**src/rtl/swi_pkg.sv**
```systemverilog
package swi_pkg;
  localparam int CC_E_BIT   = 7;
  localparam int CC_F_BIT   = 6;
  localparam int CC_I_BIT   = 4;
  localparam int PUSH_BYTES = 12;
  localparam int STEP_W     = $clog2(PUSH_BYTES);

  typedef enum logic [3:0] {
    ST_IDLE,
    ST_IMM,
    ST_MARK,
    ST_PUSH,
    ST_MASK,
    ST_VHI,
    ST_VLO,
    ST_WAIT,
    ST_DONE
  } seq_state_t;
endpackage

```
**src/rtl/swi_seq_fsm.sv**
```systemverilog
module swi_seq_fsm
  import swi_pkg::*;
(
  input  logic              clk,
  input  logic              rst,
  input  logic              start,
  input  logic              mode_wait,
  input  logic              irq,
  output seq_state_t        state,
  output logic [STEP_W-1:0] step,
  output logic              mode_q
);
  localparam logic [STEP_W-1:0] LAST_STEP = STEP_W'(PUSH_BYTES - 1);

  always_ff @(posedge clk) begin
    if (rst) begin
      state  <= ST_IDLE;
      step   <= '0;
      mode_q <= 1'b0;
    end else begin
      case (state)
        ST_IDLE: if (start) begin
          mode_q <= mode_wait;
          state  <= mode_wait ? ST_IMM : ST_MARK;
        end
        ST_IMM:  state <= ST_MARK;
        ST_MARK: begin
          step  <= '0;
          state <= ST_PUSH;
        end
        ST_PUSH: begin
          if (step == LAST_STEP) state <= mode_q ? ST_WAIT : ST_MASK;
          else                   step  <= step + 1'b1;
        end
        ST_MASK: state <= ST_VHI;
        ST_VHI:  state <= ST_VLO;
        ST_VLO:  state <= ST_DONE;
        ST_WAIT: if (irq) state <= ST_DONE;
        ST_DONE: state <= ST_IDLE;
        default: state <= ST_IDLE;
      endcase
    end
  end

  // without a request the waiting state persists
  p_wait_hold_r8: assert property (@(posedge clk) disable iff (rst)
    (state == ST_WAIT && !irq) |=> (state == ST_WAIT));

  // step counter never leaves the push range
  p_step_range_r3: assert property (@(posedge clk) disable iff (rst)
    (state == ST_PUSH) |-> (step <= LAST_STEP));

  // a start seen mid-sequence does not restart it
  p_no_restart_r9: assert property (@(posedge clk) disable iff (rst)
    (state == ST_PUSH && start) |=> (state != ST_IMM && state != ST_MARK));
endmodule

```
**src/rtl/swi_push_mux.sv**
```systemverilog
module swi_push_mux
  import swi_pkg::*;
#(
  parameter int AW = 16,
  parameter int DW = 8
) (
  input  logic [AW-1:0]     pc,
  input  logic [AW-1:0]     u,
  input  logic [AW-1:0]     y,
  input  logic [AW-1:0]     x,
  input  logic [DW-1:0]     dp,
  input  logic [DW-1:0]     b,
  input  logic [DW-1:0]     a,
  input  logic [DW-1:0]     cc,
  input  logic [STEP_W-1:0] step,
  output logic [DW-1:0]     byte_out
);
  localparam int NWORDS = 4;

  logic [AW-1:0] words [NWORDS];
  logic [DW-1:0] bytes [PUSH_BYTES];

  assign words[0] = pc;
  assign words[1] = u;
  assign words[2] = y;
  assign words[3] = x;

  // low byte first, then high byte, for each word
  for (genvar k = 0; k < NWORDS; k++) begin : g_word
    assign bytes[2*k]   = words[k][DW-1:0];
    assign bytes[2*k+1] = words[k][AW-1:DW];
  end

  assign bytes[2*NWORDS]   = dp;
  assign bytes[2*NWORDS+1] = b;
  assign bytes[2*NWORDS+2] = a;
  assign bytes[2*NWORDS+3] = cc;

  always_comb begin
    byte_out = '0;
    for (int i = 0; i < PUSH_BYTES; i++)
      if (step == STEP_W'(i)) byte_out = bytes[i];
  end
endmodule

```
**src/rtl/swi_stack_seq.sv**
```systemverilog
module swi_stack_seq
  import swi_pkg::*;
#(
  parameter int          AW       = 16,
  parameter int          DW       = 8,
  parameter logic [15:0] VEC_ADDR = 16'hFFFA
) (
  input  logic          clk,
  input  logic          rst,
  input  logic          start,
  input  logic          mode_wait,
  input  logic          irq,
  input  logic [AW-1:0] pc_in,
  input  logic [AW-1:0] u_in,
  input  logic [AW-1:0] y_in,
  input  logic [AW-1:0] x_in,
  input  logic [AW-1:0] s_in,
  input  logic [DW-1:0] dp_in,
  input  logic [DW-1:0] b_in,
  input  logic [DW-1:0] a_in,
  input  logic [DW-1:0] cc_in,
  output logic [AW-1:0] mem_addr,
  output logic          mem_wr,
  output logic [DW-1:0] mem_wdata,
  output logic          mem_rd,
  input  logic [DW-1:0] mem_rdata,
  output logic [AW-1:0] pc_out,
  output logic [AW-1:0] s_out,
  output logic [DW-1:0] cc_out,
  output logic          busy,
  output logic          waiting,
  output logic          done
);
  localparam logic [STEP_W-1:0] LAST_STEP = STEP_W'(PUSH_BYTES - 1);
  localparam logic [AW-1:0]     VEC_HI_A  = AW'(VEC_ADDR);
  localparam logic [AW-1:0]     VEC_LO_A  = AW'(VEC_ADDR) + AW'(1);

  seq_state_t        state;
  logic [STEP_W-1:0] step;
  logic              mode_q;
  logic [DW-1:0]     push_byte;

  logic [AW-1:0] pc_q, u_q, y_q, x_q, s_q;
  logic [DW-1:0] dp_q, b_q, a_q, cc_q;

  swi_seq_fsm u_fsm (
    .clk       (clk),
    .rst       (rst),
    .start     (start),
    .mode_wait (mode_wait),
    .irq       (irq),
    .state     (state),
    .step      (step),
    .mode_q    (mode_q)
  );

  swi_push_mux #(.AW(AW), .DW(DW)) u_mux (
    .pc       (pc_q),
    .u        (u_q),
    .y        (y_q),
    .x        (x_q),
    .dp       (dp_q),
    .b        (b_q),
    .a        (a_q),
    .cc       (cc_q),
    .step     (step),
    .byte_out (push_byte)
  );

  // register copy and update
  always_ff @(posedge clk) begin
    if (rst) begin
      pc_q <= '0; u_q <= '0; y_q <= '0; x_q <= '0; s_q <= '0;
      dp_q <= '0; b_q <= '0; a_q <= '0; cc_q <= '0;
    end else begin
      case (state)
        ST_IDLE: if (start) begin
          pc_q <= pc_in; u_q <= u_in; y_q <= y_in; x_q <= x_in; s_q <= s_in;
          dp_q <= dp_in; b_q <= b_in; a_q <= a_in; cc_q <= cc_in;
        end
        ST_IMM: begin
          cc_q <= cc_q & mem_rdata;
          pc_q <= pc_q + AW'(1);
        end
        ST_MARK: begin
          cc_q[CC_E_BIT] <= 1'b1;
          s_q            <= s_q - AW'(1);
        end
        ST_PUSH: if (step != LAST_STEP) s_q <= s_q - AW'(1);
        ST_MASK: begin
          cc_q[CC_I_BIT] <= 1'b1;
          cc_q[CC_F_BIT] <= 1'b1;
        end
        ST_VHI:  pc_q[AW-1:DW] <= mem_rdata;
        ST_VLO:  pc_q[DW-1:0]  <= mem_rdata;
        default: ;
      endcase
    end
  end

  // bus drive from registered state
  always_comb begin
    mem_addr  = '0;
    mem_wr    = 1'b0;
    mem_rd    = 1'b0;
    mem_wdata = '0;
    case (state)
      ST_IMM:  begin mem_rd = 1'b1; mem_addr = pc_q; end
      ST_PUSH: begin mem_wr = 1'b1; mem_addr = s_q; mem_wdata = push_byte; end
      ST_VHI:  begin mem_rd = 1'b1; mem_addr = VEC_HI_A; end
      ST_VLO:  begin mem_rd = 1'b1; mem_addr = VEC_LO_A; end
      default: ;
    endcase
  end

  assign pc_out  = pc_q;
  assign s_out   = s_q;
  assign cc_out  = cc_q;
  assign busy    = (state != ST_IDLE);
  assign waiting = (state == ST_WAIT);
  assign done    = (state == ST_DONE);

  // never read and write together
  p_rd_wr_excl_r1: assert property (@(posedge clk) disable iff (rst)
    !(mem_wr && mem_rd));

  // back-to-back writes walk downward one byte at a time
  p_push_down_r3: assert property (@(posedge clk) disable iff (rst)
    (mem_wr && $past(mem_wr)) |-> (mem_addr == $past(mem_addr) - AW'(1)));

  // the last stacked byte carries the entire-state flag
  p_cc_e_set_r4: assert property (@(posedge clk) disable iff (rst)
    (mem_wr && step == LAST_STEP) |-> mem_wdata[CC_E_BIT]);

  // software interrupt finishes with both masks set
  p_masks_r5: assert property (@(posedge clk) disable iff (rst)
    (done && !mode_q) |-> (cc_out[CC_I_BIT] && cc_out[CC_F_BIT]));

  // wait mode never touches the vector
  p_no_vec_wait_r8: assert property (@(posedge clk) disable iff (rst)
    (mode_q && busy && mem_rd) |-> (mem_addr != VEC_HI_A && mem_addr != VEC_LO_A));

  // done lasts a single cycle and is followed by idle
  p_done_pulse_r10: assert property (@(posedge clk) disable iff (rst)
    done |=> (!done && !busy));
endmodule

```
**config.mk**
```make
export PLATFORM = sky130hd
export DESIGN_NAME = swi_stack_seq
export DESIGN_NICKNAME = d
export VERILOG_FILES = /design/src/rtl/swi_pkg.sv /design/src/rtl/swi_seq_fsm.sv /design/src/rtl/swi_push_mux.sv /design/src/rtl/swi_stack_seq.sv
export SDC_FILE = /design/constraint.sdc
export NUM_CORES = 1
export LEC_CHECK = 0
export ABC_AREA = 1
export BUFFER_PORTS_ARGS = -buffer_cell sky130_fd_sc_hd__clkbuf_2
export CORE_MARGIN = 2
export CORE_UTILIZATION = 40
export CTS_CLUSTER_SIZE = 8
export DETAILED_ROUTE_END_ITERATION = 7
export PLACE_DENSITY = 0.64
export SYNTH_ARGS = -nofsm -noshare
export SYNTH_HDL_FRONTEND = slang
export SYNTH_SLANG_ARGS = --single-unit
export TNS_END_PERCENT = 100
```
**constraint.sdc**
```tcl
create_clock -name clk -period 3.6 [get_ports clk]
set_clock_uncertainty 0.2 [all_clocks]
set_input_delay 0.54 -clock clk [delete_from_list [all_inputs] [get_ports clk]]
set_output_delay 0.54 -clock clk [all_outputs]
set_load 0.005 [all_outputs]
```
==> summary.md <==
| Metric | Value |
|---|---|
| Status | finished, final reports clean |
| Post-DR vias/cell | 5.09 |
| Pre-antenna DRT Iters | 5 |
| Die ar. | between 15000 and 20000 sq um |
| Vias in the first global route | about 6700 |
| Via count | 7529 |
| Dpl hpwl | 16800 um |
| Die height | 136 um |
| Antenna Violating Nets Remaining | 0 |
| Register-to-Register Path Depth | 11 |
| Max Slew Vio Count | 0 |
| RSZ-0062 raised after global routing | no |
| Row count | 48 |
| Largest net degree at the start of global routing | 141 |
| CTS Hold Bufs | 0 |
| Post-synth EDFFs | 0 |
| Internal Power | 3310 uW |
| Worst hold start | y_in[11] |
| Initial drt markers | about 690 |
| Clock power frac | 0.347 |
| Actual slew at the worst max-slew pin | 0.541 ns |
| Mean Syn Cell Area | roughly 6.5 sq um |
| Seq/Total Area, Yosys | 0.347 |
| Die width | 136 um |
| Area growth syn-to-layout | 24.6% |
| Required time of the critical path | ~2.9 ns |
| Critical Path AT | approximately 2.6 ns |
| Initial Util | 0.407 |
| Skew-Pair Late Insertion Delay | 0.43 ns |
| Number of clock sinks | 121 |
| Worst r2r src | u_fsm.step[1] |
| Core ar. | 17200 sq um |
| Tot GR Track Use | 0.242 |
| Num CTS Buffers | 17 |
| GPL Wtd Cong | between 0.9 and 1 |
| Sw frac | 0.366 |
| Comb pwr share | 0.302 |
| Clock Tree Buf Depth | 2 |
| Hold Vio Cnt, Final | 0 |
| Net Sw Power | 1920 uW |
| Max-slew headroom | 0.638 |
| Yosys warns | 0 |
| Crit Path Class | flip-flop to output port |
| Drt wl/cell | 15.2 um |
| Antenna Cells | 0 |
| H-tree depth | 4 |
| Synthesized Nets | around 1200 |
| Worst hold stages | 3 |
| Cell variety after synth | 40 |
| Cells after Synth | between 1000 and 1500 |
| Clk root buf | clkbuf_16 |
| Final-stage net count | between 1000 and 1500 |
| Utilization after layout | 0.507 |
| MaxCap Viol Count | 0 |
| Setup crit start | u_fsm.step[0] |
| CTS tree | built |
| Placed inst area | 8080 sq um |
| Fin crit share | 0.934 |
| VDD IR max | 0.000350 V |
| Setup_tns | 0 ns |
| CP Launch Type | flip-flop |
| Fmax | 0.297 GHz |
| FFs w/ async S/R, synth | 0 |
| Top Ports | 194 |
| Final Setup Violations | 0 |
| Hold WC Path Type | primary input to flip-flop |
| Port-buffer cells | 193 |
| First-pass GRT wire length | around 35000 um |
| Drt drc | 0 |
| Design area | 8700 sq um |
| Fin crit period | 3.36 ns |
| #FFs+latches synth | between 100 and 150 |
| Reg power frac | 0.351 |
| Clk slew on worst S/H paths | 0.06 ns |
| Initial antenna violation count | 0 |
| Final WL | 22400 um |
| Main synth FF type | dfxtp_1 |
| Share of layout cells above drive strength 1 | 0.229 |
| Final Power | 5230 uW |
| Setup Buffers After CTS | 0 |
| Leakage | 0.00405 uW |
| Gr ovfl total | 0 |
| Nature of the critical path endpoint | output port |
| Crit path max fanout | 10 |
| Post-Synthesis Cell Area | 6990 sq um |
| Power density cells | 601 nW/um^2 |
[sequential cells by signal, summed over array words and instances, names as in the netlist]
signal and cells:
s_out 16, b_q 8, u_q 16, u_fsm.mode_q 1
pc_out 16, cc_out 8, u_fsm.step 4, u_fsm.state 4
y_q 16, dp_q 8, x_q 16, a_q 8
[what timing repair did]
action	4_1_cts	5_1_grt
hold endpoints to repair	0	0
setup endpoints to repair	0	7
resized for setup	0	1
[synth_stat cells, types with 3 or more instances]
master	number	share of area
a21oi_1	141	0.10
a31oi_1	7	0.0063
a41oi_1	3	0.0038
buf_1	3	0.0016
buf_2	11	0.0079
buf_4	3	0.0032
buf_6	4	0.0064
clkbuf_1	31	0.017
clkinv_1	3	0.0016
dfxtp_1	121	0.35
ha_1	6	0.011
inv_1	160	0.086
inv_2	12	0.0064
inv_4	3	0.0027
nand2_1	185	0.099
nand2_2	5	0.0045
nand3_1	76	0.054
nand4_1	8	0.0072
nor2_1	66	0.035
nor2_2	8	0.0072
nor2_4	5	0.0081
nor2_8	3	0.0086
nor3_1	10	0.0072
o211ai_1	15	0.016
o21ai_0	128	0.092
o21ai_1	15	0.011
o21ai_2	10	0.013
o221ai_1	8	0.010
o22ai_1	4	0.0036
o31ai_1	3	0.0032
xor2_1	6	0.0075
[power by group through the flow]
stage	clock (uW)	sequential (uW)	combinational (uW)
after floorplan	0	1790	1090
after global placement	0	1860	1550
after detailed placement	0	1860	1560
after CTS	1840	1830	1570
after global routing	1890	1870	1790
final	1820	1840	1580
[cell type report]
class                      instances  area, sq um
tap                              225          282
clock inverter                    15          198
clock buffer                      17          425
timing repair buffer             202         1050
multi-input combinational        721         3650
inverter                         178          676
sequential                       121         2420
fill                            1791         8470
[worst max-delay path: stages, from the launching register on]
cell and delay, ns:
dfxtp_1 0.34, inv_1 0.13, ha_1 0.42, inv_1 0.13
nor2_2 0.35, inv_2 0.14, nand3_1 0.11, nand3_1 0.06
nand2_1 0.09, nand2_1 0.05, nand2_1 0.08, nand2_1 0.05
nand2_1 0.11, clkbuf_2 0.13
[placed cells by master, fill, tap and decap left out, types with 3 or more instances in the layout]
cell        Yosys  routed
a21oi_1       141     141
a31oi_1         7       7
a41oi_1         3       3
buf_4           3       8
bufinv_16       0       4
clkbuf_16       0      17
clkbuf_2        0     193
clkinv_1        3       3
clkinv_2        0       4
clkinvlp_4      0       3
dfxtp_1       121     121
ha_1            6       6
inv_1         160     159
inv_2          12      13
inv_4           3       3
nand2_1       185     185
nand2_2         5       5
nand3_1        76      75
nand4_1         8       8
nor2_1         66      65
nor2_2          8       9
nor2_4          5       5
nor2_8          3       3
nor3_1         10      10
o211ai_1       15      15
o21ai_0       128     128
o21ai_1        15      15
o21ai_2        10      10
o221ai_1        8       8
o22ai_1         4       4
o31ai_1         3       3
xor2_1          6       6
[routing by layer]
| metal | vias to the layer above | GRT usage | share of wire |
|---|---|---|---|
| li1 | 3867 | - | - |
| met1 | 3334 | 0.337 | 0.46 |
| met2 | 279 | 0.356 | 0.44 |
| met3 | 49 | 0.0593 | 0.070 |
| met4 | 0 | 0.0978 | 0.032 |
| met5 | - | 0 | 0 |
[metrics by stage]
step / instances / worst slack (ns) / hold slack, ns
after CTS: 1479 / 0.206 / 0.143
after detailed placement: 1447 / 0.665 / 0.239
after global placement: 1447 / 0.720 / 0.235
final: 1479 / 0.237 / 0.155
after global routing: 1479 / 0.0260 / 0.150
after floorplan: 1072 / 1.13 / 0.225
[worst paths after layout]
| check | end | slack, ns |
|---|---|---|
| setup / recovery | mem_wdata[7] | 0.24 |
| hold / removal | y_q[11] | 0.15 |
| setup reg to reg | s_out[6] | 1.13 |
| hold reg to reg | b_q[4] | 0.25 |
[kinds of logic (layout without fill, tap and decap cells)]
logic type / after synthesis / after routing / synth area share
XOR/XNOR: 6 / 6 / 0.00752
adder cells (fa/ha/maj): 6 / 6 / 0.0107
flip-flops: 121 / 121 / 0.347
buffers and inverters: 230 / 412 / 0.133
AO/OA/AOI/OAI: 339 / 339 / 0.266
AND/OR/NAND/NOR: 370 / 370 / 0.237
(Power assumes the default switching activity.)
